==> config.mk <==
export PLATFORM = sky130hd
export DESIGN_NAME = sar_conv_seq
export DESIGN_NICKNAME = d
export VERILOG_FILES = /design/src/rtl/sar_pkg.sv /design/src/rtl/sar_ctrl.sv /design/src/rtl/sar_search.sv /design/src/rtl/sar_result.sv /design/src/rtl/sar_conv_seq.sv
export SDC_FILE = /design/constraint.sdc
export NUM_CORES = 1
export LEC_CHECK = 0
export BUFFER_PORTS_ARGS = -buffer_cell sky130_fd_sc_hd__buf_2
export CAP_MARGIN = 10
export CORE_MARGIN = 4
export CORE_UTILIZATION = 56
export CTS_CLUSTER_DIAMETER = 120
export DETAILED_ROUTE_END_ITERATION = 10
export GPL_TIMING_DRIVEN = 0
export HOLD_SLACK_MARGIN = 0.06
export PLACE_DENSITY = 0.84
export SLEW_MARGIN = 20
export SYNTH_ARGS = -nofsm -noshare
export SYNTH_HDL_FRONTEND = slang
export SYNTH_SLANG_ARGS = --single-unit
==> constraint.sdc <==
create_clock -name clk -period 1.9 [get_ports clk]
set_clock_uncertainty 0.05 [all_clocks]
set_input_delay 0.095 -clock clk [delete_from_list [all_inputs] [get_ports clk]]
set_output_delay 0.095 -clock clk [all_outputs]
set_load 0.01 [all_outputs]
==> src/rtl/sar_pkg.sv <==
package sar_pkg;
  typedef enum logic [1:0] {
    ST_TRACK = 2'd0,
    ST_CONV  = 2'd1,
    ST_DONE  = 2'd2,
    ST_ACQ   = 2'd3
  } sar_state_t;
endpackage

==> src/rtl/sar_ctrl.sv <==
module sar_ctrl
  import sar_pkg::*;
#(
  parameter int W           = 16,
  parameter int CYC_PER_BIT = 4,
  parameter int ACQ_CYCLES  = 8,
  localparam int BW = (W > 1) ? $clog2(W) : 1,
  localparam int CW = (CYC_PER_BIT > 1) ? $clog2(CYC_PER_BIT) : 1,
  localparam int AW = (ACQ_CYCLES > 1) ? $clog2(ACQ_CYCLES) : 1
) (
  input  logic          clk,
  input  logic          rst_n,
  input  logic          start_i,
  input  logic          abort_i,
  output sar_state_t    state_o,
  output logic          go_o,
  output logic          decide_o,
  output logic          kill_o,
  output logic          load_o,
  output logic [BW-1:0] bit_idx_o
);

  sar_state_t    state_q, state_d;
  logic [CW-1:0] cyc_q, cyc_d;
  logic [BW-1:0] bit_q, bit_d;
  logic [AW-1:0] acq_q, acq_d;
  logic          cyc_en, bit_en, acq_en;
  logic          in_conv, in_acq;

  assign in_conv  = (state_q == ST_CONV);
  assign in_acq   = (state_q == ST_ACQ);
  assign go_o     = (state_q == ST_TRACK) && start_i;
  assign kill_o   = in_conv && (start_i || abort_i);
  assign decide_o = in_conv && !kill_o && (cyc_q == CW'(CYC_PER_BIT - 1));
  assign load_o   = decide_o && (bit_q == '0);

  // next state
  always_comb begin
    state_d = state_q;
    case (state_q)
      ST_TRACK: if (go_o) state_d = ST_CONV;
      ST_CONV: begin
        if (kill_o)      state_d = ST_ACQ;
        else if (load_o) state_d = ST_DONE;
      end
      ST_DONE: state_d = ST_ACQ;
      ST_ACQ:  if (acq_q == AW'(ACQ_CYCLES - 1)) state_d = ST_TRACK;
      default: state_d = ST_TRACK;
    endcase
  end

  // trial timer and bit pointer
  assign cyc_en = go_o || in_conv;
  assign bit_en = go_o || decide_o;
  always_comb begin
    if (go_o || decide_o) cyc_d = '0;
    else                  cyc_d = cyc_q + CW'(1);
    if (go_o) bit_d = BW'(W - 1);
    else      bit_d = bit_q - BW'(1);
  end

  // acquisition counter
  assign acq_en = kill_o || (state_q == ST_DONE) || in_acq;
  always_comb begin
    if (in_acq) acq_d = acq_q + AW'(1);
    else        acq_d = '0;
  end

  always_ff @(posedge clk or negedge rst_n) begin
    if (!rst_n) begin
      state_q <= ST_TRACK;
      cyc_q   <= '0;
      bit_q   <= '0;
      acq_q   <= '0;
    end else begin
      state_q <= state_d;
      if (cyc_en) cyc_q <= cyc_d;
      if (bit_en) bit_q <= bit_d;
      if (acq_en) acq_q <= acq_d;
    end
  end

  assign state_o   = state_q;
  assign bit_idx_o = bit_q;

  AST_ACQ_NO_CONV: assert property (@(posedge clk) disable iff (!rst_n)
    (state_q == ST_ACQ) |=> (state_q != ST_CONV));

endmodule

==> src/rtl/sar_search.sv <==
module sar_search #(
  parameter int W = 16,
  localparam int BW = (W > 1) ? $clog2(W) : 1
) (
  input  logic          clk,
  input  logic          rst_n,
  input  logic          go_i,
  input  logic          decide_i,
  input  logic          kill_i,
  input  logic [BW-1:0] bit_idx_i,
  input  logic          cmp_i,
  output logic [W-1:0]  code_o,
  output logic [W-1:0]  code_nxt_o
);

  logic [W-1:0] code_q, code_d, step;
  logic         code_en;

  for (genvar i = 0; i < W; i++) begin : g_bit
    if (i < W - 1) begin : g_low
      always_comb begin
        if (bit_idx_i == BW'(i))          step[i] = cmp_i;
        else if (bit_idx_i == BW'(i + 1)) step[i] = 1'b1;
        else                              step[i] = code_q[i];
      end
    end else begin : g_top
      always_comb begin
        if (bit_idx_i == BW'(i)) step[i] = cmp_i;
        else                     step[i] = code_q[i];
      end
    end
  end

  assign code_en = kill_i || go_i || decide_i;
  always_comb begin
    if (kill_i)    code_d = '0;
    else if (go_i) code_d = {1'b1, {(W-1){1'b0}}};
    else           code_d = step;
  end

  always_ff @(posedge clk or negedge rst_n) begin
    if (!rst_n)       code_q <= '0;
    else if (code_en) code_q <= code_d;
  end

  assign code_o     = code_q;
  assign code_nxt_o = step;

endmodule

==> src/rtl/sar_result.sv <==
module sar_result #(
  parameter int W = 16
) (
  input  logic         clk,
  input  logic         rst_n,
  input  logic         load_i,
  input  logic [W-1:0] final_i,
  output logic [W-1:0] result_o
);

  logic [W-1:0] res_q, res_d;

  assign res_d = {~final_i[W-1], final_i[W-2:0]};

  always_ff @(posedge clk or negedge rst_n) begin
    if (!rst_n)      res_q <= '0;
    else if (load_i) res_q <= res_d;
  end

  assign result_o = res_q;

  AST_RESULT_HOLD: assert property (@(posedge clk) disable iff (!rst_n)
    !load_i |=> $stable(res_q));

endmodule

==> src/rtl/sar_conv_seq.sv <==
module sar_conv_seq
  import sar_pkg::*;
#(
  parameter int W           = 16,
  parameter int CYC_PER_BIT = 4,
  parameter int ACQ_CYCLES  = 8,
  localparam int BW = (W > 1) ? $clog2(W) : 1
) (
  input  logic         clk,
  input  logic         rst_n,
  input  logic         start_i,
  input  logic         abort_i,
  input  logic         cmp_i,
  output logic [W-1:0] trial_o,
  output logic         hold_o,
  output logic         busy_n_o,
  output logic [W-1:0] result_o
);

  sar_state_t    state;
  logic          go, decide, kill, load;
  logic [BW-1:0] bit_idx;
  logic [W-1:0]  code_nxt;

  sar_ctrl #(.W(W), .CYC_PER_BIT(CYC_PER_BIT), .ACQ_CYCLES(ACQ_CYCLES)) u_ctrl (
    .clk(clk), .rst_n(rst_n), .start_i(start_i), .abort_i(abort_i),
    .state_o(state), .go_o(go), .decide_o(decide), .kill_o(kill),
    .load_o(load), .bit_idx_o(bit_idx)
  );

  sar_search #(.W(W)) u_search (
    .clk(clk), .rst_n(rst_n), .go_i(go), .decide_i(decide), .kill_i(kill),
    .bit_idx_i(bit_idx), .cmp_i(cmp_i), .code_o(trial_o), .code_nxt_o(code_nxt)
  );

  sar_result #(.W(W)) u_result (
    .clk(clk), .rst_n(rst_n), .load_i(load), .final_i(code_nxt),
    .result_o(result_o)
  );

  assign hold_o   = (state == ST_CONV);
  assign busy_n_o = !((state == ST_CONV) || (state == ST_DONE));

  AST_START_HOLD: assert property (@(posedge clk) disable iff (!rst_n)
    (state == ST_TRACK && start_i) |=> (hold_o && !busy_n_o));

  AST_LOAD_BEFORE_BUSY: assert property (@(posedge clk) disable iff (!rst_n)
    load |=> (!busy_n_o && !hold_o));

  AST_ABORT_TRACK: assert property (@(posedge clk) disable iff (!rst_n)
    (hold_o && (start_i || abort_i)) |=> (!hold_o && busy_n_o && $stable(result_o)));

endmodule

======== After elaboration in Yosys (flattened, before gate mapping) ========
Cells that the tools add are included.
operators by class
  add/sub/neg operators ................... 3
  eq/ne operators ......................... 23
  muxes and demuxes ....................... 41
  bitwise logic cells ..................... 1
  reduce and logical (&&, ||, !) cells .... 18
operators by type and width
  operator                                                                  count
  4-bit equality test (second input constant)                               8
  16-bit two-way mux                                                        2
  1-bit two-way mux                                                         31
  4-bit by 3-bit equality test with 1-bit output (second input constant)    4
  2-bit two-way mux                                                         5
  4-bit by 2-bit equality test with 1-bit output (second input constant)    2
  1-bit logical OR                                                          8
  2-bit case mux with 4 select lines                                        1
  2-bit equality test (second input constant)                               3
  1-bit logical AND                                                         5
  4-bit by 1-bit equality test with 1-bit output (second input constant)    1
  4-bit zero test                                                           1
  4-bit two-way mux                                                         1
  4-bit by 1-bit subtractor with 4-bit output (second input constant)       1
  3-bit by 1-bit adder with 3-bit output (second input constant)            1
  3-bit equality test (second input constant)                               1
  3-bit two-way mux                                                         1
  3-bit by 2-bit inequality test with 1-bit output (second input constant)  1
  3-bit AND reduction                                                       1
  2-bit by 1-bit adder with 2-bit output (second input constant)            1
  2-bit by 1-bit equality test with 1-bit output (second input constant)    1
  1-bit zero test                                                           2
  2-bit zero test                                                           1
  2-bit by 1-bit inequality test with 1-bit output (second input constant)  1
  other kinds (2)                                                           2
word-level totals
  register bits ........................... 43
  input bits .............................. 5
  output and inout bits ................... 34
  word-level logic and storage cells ...... 92

======== Depth between registers and ports, before layout ========
  depth in word-level cells ............... 9
  depth in mapped cells ................... 8
  gate-level depth less buffers ........... 5

======== By module ========
From an unflattened synthesis, not the netlist that was laid out.
unflattened totals
  cells, all modules ...................... 237
  area total of the unflattened synthesis .. 2532.4 um^2
modules (own cells, without submodules)
  module        instances  cells an instance  area each (um^2)  sequential area each (um^2)
  sar_search    1          133                1147.4            400.4
  sar_ctrl      1          67                 720.7             275.3
  sar_result    1          35                 648.1             400.4
  sar_conv_seq  1          2                  16.3              0.0

======== Least setup slack after synthesis ========
Ideal clock, no wire load.
  path type ............................... register -> register
  start point ............................. register u_ctrl.state_q[1] (netlist: u_ctrl.state_o[1])
  end point ............................... register u_result.res_q[10] (netlist: u_result.result_o[10])
  arrival ................................. 1.646 ns
  slack ................................... 0.109 ns
  cell stages (with the launch flop) ...... 9
  cells stage by stage .................... dfrtp_1 inv_1 ha_1 buf_4 and4bb_1 buf_6 nand3_4 buf_6 o31ai_1
on the way
  cells in the longest elaborated chain, start to end .. 6
RTL lines
  element                                             line                source
  start: declaration                                  sar_ctrl.sv:23      sar_state_t state_q, state_d;
  start signal: assignment                            sar_ctrl.sv:76      state_q <= state_d;
  2-bit by 1-bit equality test with 1-bit output (*)  --
  via hold_o                                          sar_conv_seq.sv:15  output logic hold_o,
  1-bit logical AND                                   sar_ctrl.sv:33      assign kill_o = in_conv && (start_i || abort_i);
  1-bit zero test                                     sar_ctrl.sv:34      assign decide_o = in_conv && !kill_o && (cyc_q == CW'(CYC_PER_BIT - 1));
  1-bit logical AND (*) (2 in series)                 sar_ctrl.sv:34
  1-bit logical AND (*)                               sar_ctrl.sv:35      assign load_o = decide_o && (bit_q == '0);
  end signal: assignment                              sar_result.sv:17    else if (load_i) res_q <= res_d;
  end: declaration                                    sar_result.sv:11    logic [W-1:0] res_q, res_d;
The timed path passes the listed nets; every way through them passes the cells marked *.
A chain may end at the register's enable or synchronous reset.

======== Final worst setup path ========
  start point ............................. register u_ctrl.state_q[0] (netlist: u_ctrl.state_o[0])
  end point ............................... register u_result.res_q[7] (netlist: u_result.result_o[7])
on the way
  cells in the longest elaborated chain, start to end .. 6
RTL lines
  element                                             line            source
  2-bit by 1-bit equality test with 1-bit output (*)  sar_ctrl.sv:30  assign in_conv = (state_q == ST_CONV);
  1-bit logical AND                                   sar_ctrl.sv:33
  1-bit zero test                                     sar_ctrl.sv:34
  1-bit logical AND (*) (2 in series)                 sar_ctrl.sv:34
  1-bit logical AND (*)                               sar_ctrl.sv:35
Every way passes the cells marked *; elsewhere a longest branch is shown, timed or not.

==> metrics.md <==
| Metric | Value |
|---|---|
| Port Buffers | 37 |
| Final WS setup | 0.0649 ns |
| WP data required | ~2.0 ns |
| Worst slew margin | 0.369 |
| Sequential Area | 1080 sq um |
| Worst Reg-to-Reg Cells | 7 |
| Area grow syn2layout | 22.4% |
| Clk slew on worst S/H paths | 0.07 ns |
| CTS tree | done |
| Pre-Repair DR Iteration Count | 5 |
| DR iter-0 viols | ~210 |
| Internal power | 1.82 mW |
| Initial antenna violation count | 0 |
| Final Total Pwr | around 2.8 mW |
| Post-synth EDFFs | 0 |
| Switch Pwr | 0.932 mW |
| Area of the multi-input gates | 1180 sq um |
| Clk_lat worst skew | 0.29 ns |
| CP arrival | 1.97 ns |
| Boundary Pins | 39 |
| CP Class | reg2reg |
| Hold Startpoint | start_i |
| Mapped Area | between 2000 and 2500 sq um |
| Area share of the largest cell type after synthesis | 0.462 |
| Post-placement cell count | between 300 and 400 |
| Switching share of power | 0.338 |
| Max-Cap Viols | 0 |
| Syn_nets | 245 |
| Mux share of post-synthesis cell area | 0.0366 |
| Reg power frac | 0.394 |
| Final period util | 0.966 |
| Post-synth top cells | 43 x dfrtp_1, 36 x o21ai_0, 20 x o31ai_1, 16 x a21oi_1 |
| Main combinational cell family by area after synthesis | compound AO/OA/AOI/OAI gates |
| Final WL | 5830 um |
| DR DRC count | 0 |
| Cell Pwr Density | between 900 and 1000 nW/um^2 |
| Setup crit start kind | flip-flop |
| R2R setup slack | 0.06 ns |
| CTS buffer count | 5 |
| Top FF cell, synth | dfrtp_1 |
| Gr usage total | 0.232 |
| CP Max Fanout | 10 |
| Register area share after synthesis | 0.462 |
| Core region area | between 4000 and 5000 sq um |
| Min Tclk post-route | 1.84 ns |
| Layout cells sized above 1 | 0.302 |
| Synth async-reset ratio | 1.00 |
| Fmax | 545 MHz |
| Layout Cells excl Fill | 328 |
| Worst slew pin tran | 0.947 ns |
| Leak | 1.37 nW |
| Critical R2R Launch | u_ctrl.state_o[0]$_DFFE_PN0P_ |
| Post-Synth Simple-Gate Area | 0.135 |
| Dpl cell area | 2570 sq um |
| FF-to-FF End | u_result.result_o[7]$_DFFE_PN0P_ |
| Synth area leader | dfrtp_1 |
| Yosys Warn Count | 0 |
| Number of synthesized register bits | 43 |
| CTS sink count | 43 |
| H-Tree Depth | 2 |
| Synth area leaders | dfrtp_1 46%, o21ai_0 7.7%, ha_1 6.5%, o31ai_1 6.5%, a21oi_1 3.4% |
| Final GP Congestion | 0.856 |
| Xor and xnor fraction of the mapped netlist area | 0 |
| Status | completed |
| Post-route antenna net violation count | 0 |
| Die W | between 70 and 80 um |
| Layout net count | a little under 300 |
| Wirelength per Cell | 17.8 um |
| Post-synthesis compound-gate area fraction | 0.241 |
| Total gr overflow | 0 |
| Max VDD drop | ~0.00094 V |
| Root Buffer | clkbuf_8 |
| Post-placement setup slack | -0.147 ns |
| Vert. Die Dim | 72.5 um |
| Largest net degree at the start of global routing | 44 |
| CTS max path bufs | 2 |
| Hold Vio Cnt, Final | 0 |
| Netlist cell types | 39 |
| Synth Area in Adders | 0.0645 |
| Design area | 2850 sq um |
| Hold Path Class | in2reg |
| Comb power frac | 0.358 |
| Vias in the first global route | 1969 |
| Vias/cell | 6.09 |
| Fin. max-slew vios | 0 |
| Post-Synthesis Cells | 228 |
| DIE AREA | between 5000 and 6000 sq um |
| Most numerous cell in the Yosys netlist | dfrtp_1 |
| HPWL Detailed | 4010 um |
| Synth Area per Inst | just over 10 sq um |
| Hold Path Depth | 3 |
| Hold Path End | u_ctrl.bit_idx_o[0]$_DFFE_PN0P_ |
| Finish-stage setup viols | 0 |
| Filler Cell Count | around 310 |
| Ant. Diodes | 0 |
| Vias | 1996 |
| Row Count | 23 |
| Initial Util | 0.582 |
| Crit. End Element | flip-flop |
| First-pass GRT wire length | approximately 9500 um |
| Min Hold Slack | 0.0864 ns |
| Clock Power Share | 0.248 |
## per-layer routing
metal  up-vias  wire length, um  global-route usage
li1        936                -                   -
met1       974             2370               0.299
met2        76             2960               0.382
met3        10              394              0.0512
met4         0              111              0.0881
met5         -                0                   0
## stage by stage
| stage | utilization | TNS [ns] |
|---|---|---|
| CTS | 0.680 | 0 |
| finish | 0.712 | 0 |
| global placement | 0.644 | -0.878 |
| floorplan | - | 0 |
| global route | 0.712 | -0.0209 |
| detailed placement | 0.644 | -1.47 |
## state kept, by name, indices dropped and copies added (netlist names)
register and flops:
u_result.result_o 16, u_search.code_o 16, u_ctrl.acq_q 3, u_ctrl.bit_idx_o 4, u_ctrl.cyc_q 2, u_ctrl.state_o 2
## layout make-up
type	count	share of cell area
clock inverters	1	0.0105
flip-flops and latches	43	0.378
repair buffers	43	0.0923
plain buffers	15	0.0470
well taps	50	0.0220
multi-input cells	162	0.414
inverters	8	0.0105
clock buffers	6	0.0255
## worst max path at each step
stage                                     from                                end  slack, ns  cells past startpoint
2_1_floorplan    u_ctrl.state_o[1]$_DFFE_PN0P_  u_result.result_o[10]$_DFFE_PN0P_       0.11                      8
3_3_place_gp   u_ctrl.bit_idx_o[0]$_DFFE_PN0P_   u_result.result_o[1]$_DFFE_PN0P_      -0.11                      7
3_5_place_dp   u_ctrl.bit_idx_o[0]$_DFFE_PN0P_   u_result.result_o[9]$_DFFE_PN0P_      -0.15                      7
4_1_cts          u_ctrl.state_o[1]$_DFFE_PN0P_  u_result.result_o[11]$_DFFE_PN0P_      0.002                      8
5_1_grt          u_ctrl.state_o[1]$_DFFE_PN0P_   u_result.result_o[7]$_DFFE_PN0P_      -0.01                      8
6_report         u_ctrl.state_o[0]$_DFFE_PN0P_   u_result.result_o[7]$_DFFE_PN0P_       0.06                      7
## cells by family (layout without fill, tap and decap cells)
logic type,after synthesis,after routing
muxes,8,8
adders and majority gates,12,12
and+or+nand+nor,52,52
AOI/OAI and AO/OA,90,90
DFF,43,43
buffers and inverters,23,73
## layout by cell type (no fill, tap or decap), types with 3 or more instances in the layout
cell type and n:
nor2_1 12, ha_1 10, o22ai_1 3, o32ai_1 3, nand2_1 4, nand3_1 3
nand2b_1 9, nor2b_1 5, mux2_2 4, a21oi_1 14, buf_6 5, dfrtp_1 43
o211a_1 3, buf_4 7, inv_1 6, o21ai_1 7, or2_2 4, buf_2 38
o31ai_1 17, clkbuf_8 6, mux2i_1 4, o21ai_0 28
## power by group through the flow
stage / sequential (mW) / combinational, mW / clock, mW
5_1_grt: 1.10 / 1.10 / 0.744
3_5_place_dp: 1.11 / 0.877 / 0
6_report: 1.09 / 0.985 / 0.683
3_3_place_gp: 1.10 / 0.839 / 0
4_1_cts: 1.08 / 0.914 / 0.702
2_1_floorplan: 1.09 / 0.643 / 0
## worst max-delay path, stage by stage, from the launching register on
cell      delay (ns)
dfrtp_1         0.45
ha_4            0.19
buf_6           0.13
and4bb_1        0.19
buf_6           0.14
nand3_4         0.11
buf_12          0.12
mux2_2          0.33
## what timing repair did
action / 4_1_cts / 5_1_grt
pin swaps: 0 / 1
setup endpoints to repair: 21 / 31
hold buffers: 1 / 0
buffers inserted: 2 / 2
cloned: 0 / 1
hold endpoints to repair: 43 / 0
gates resized for setup: 7 / 26
No activity file was read; power rests on OpenSTA's default activity.
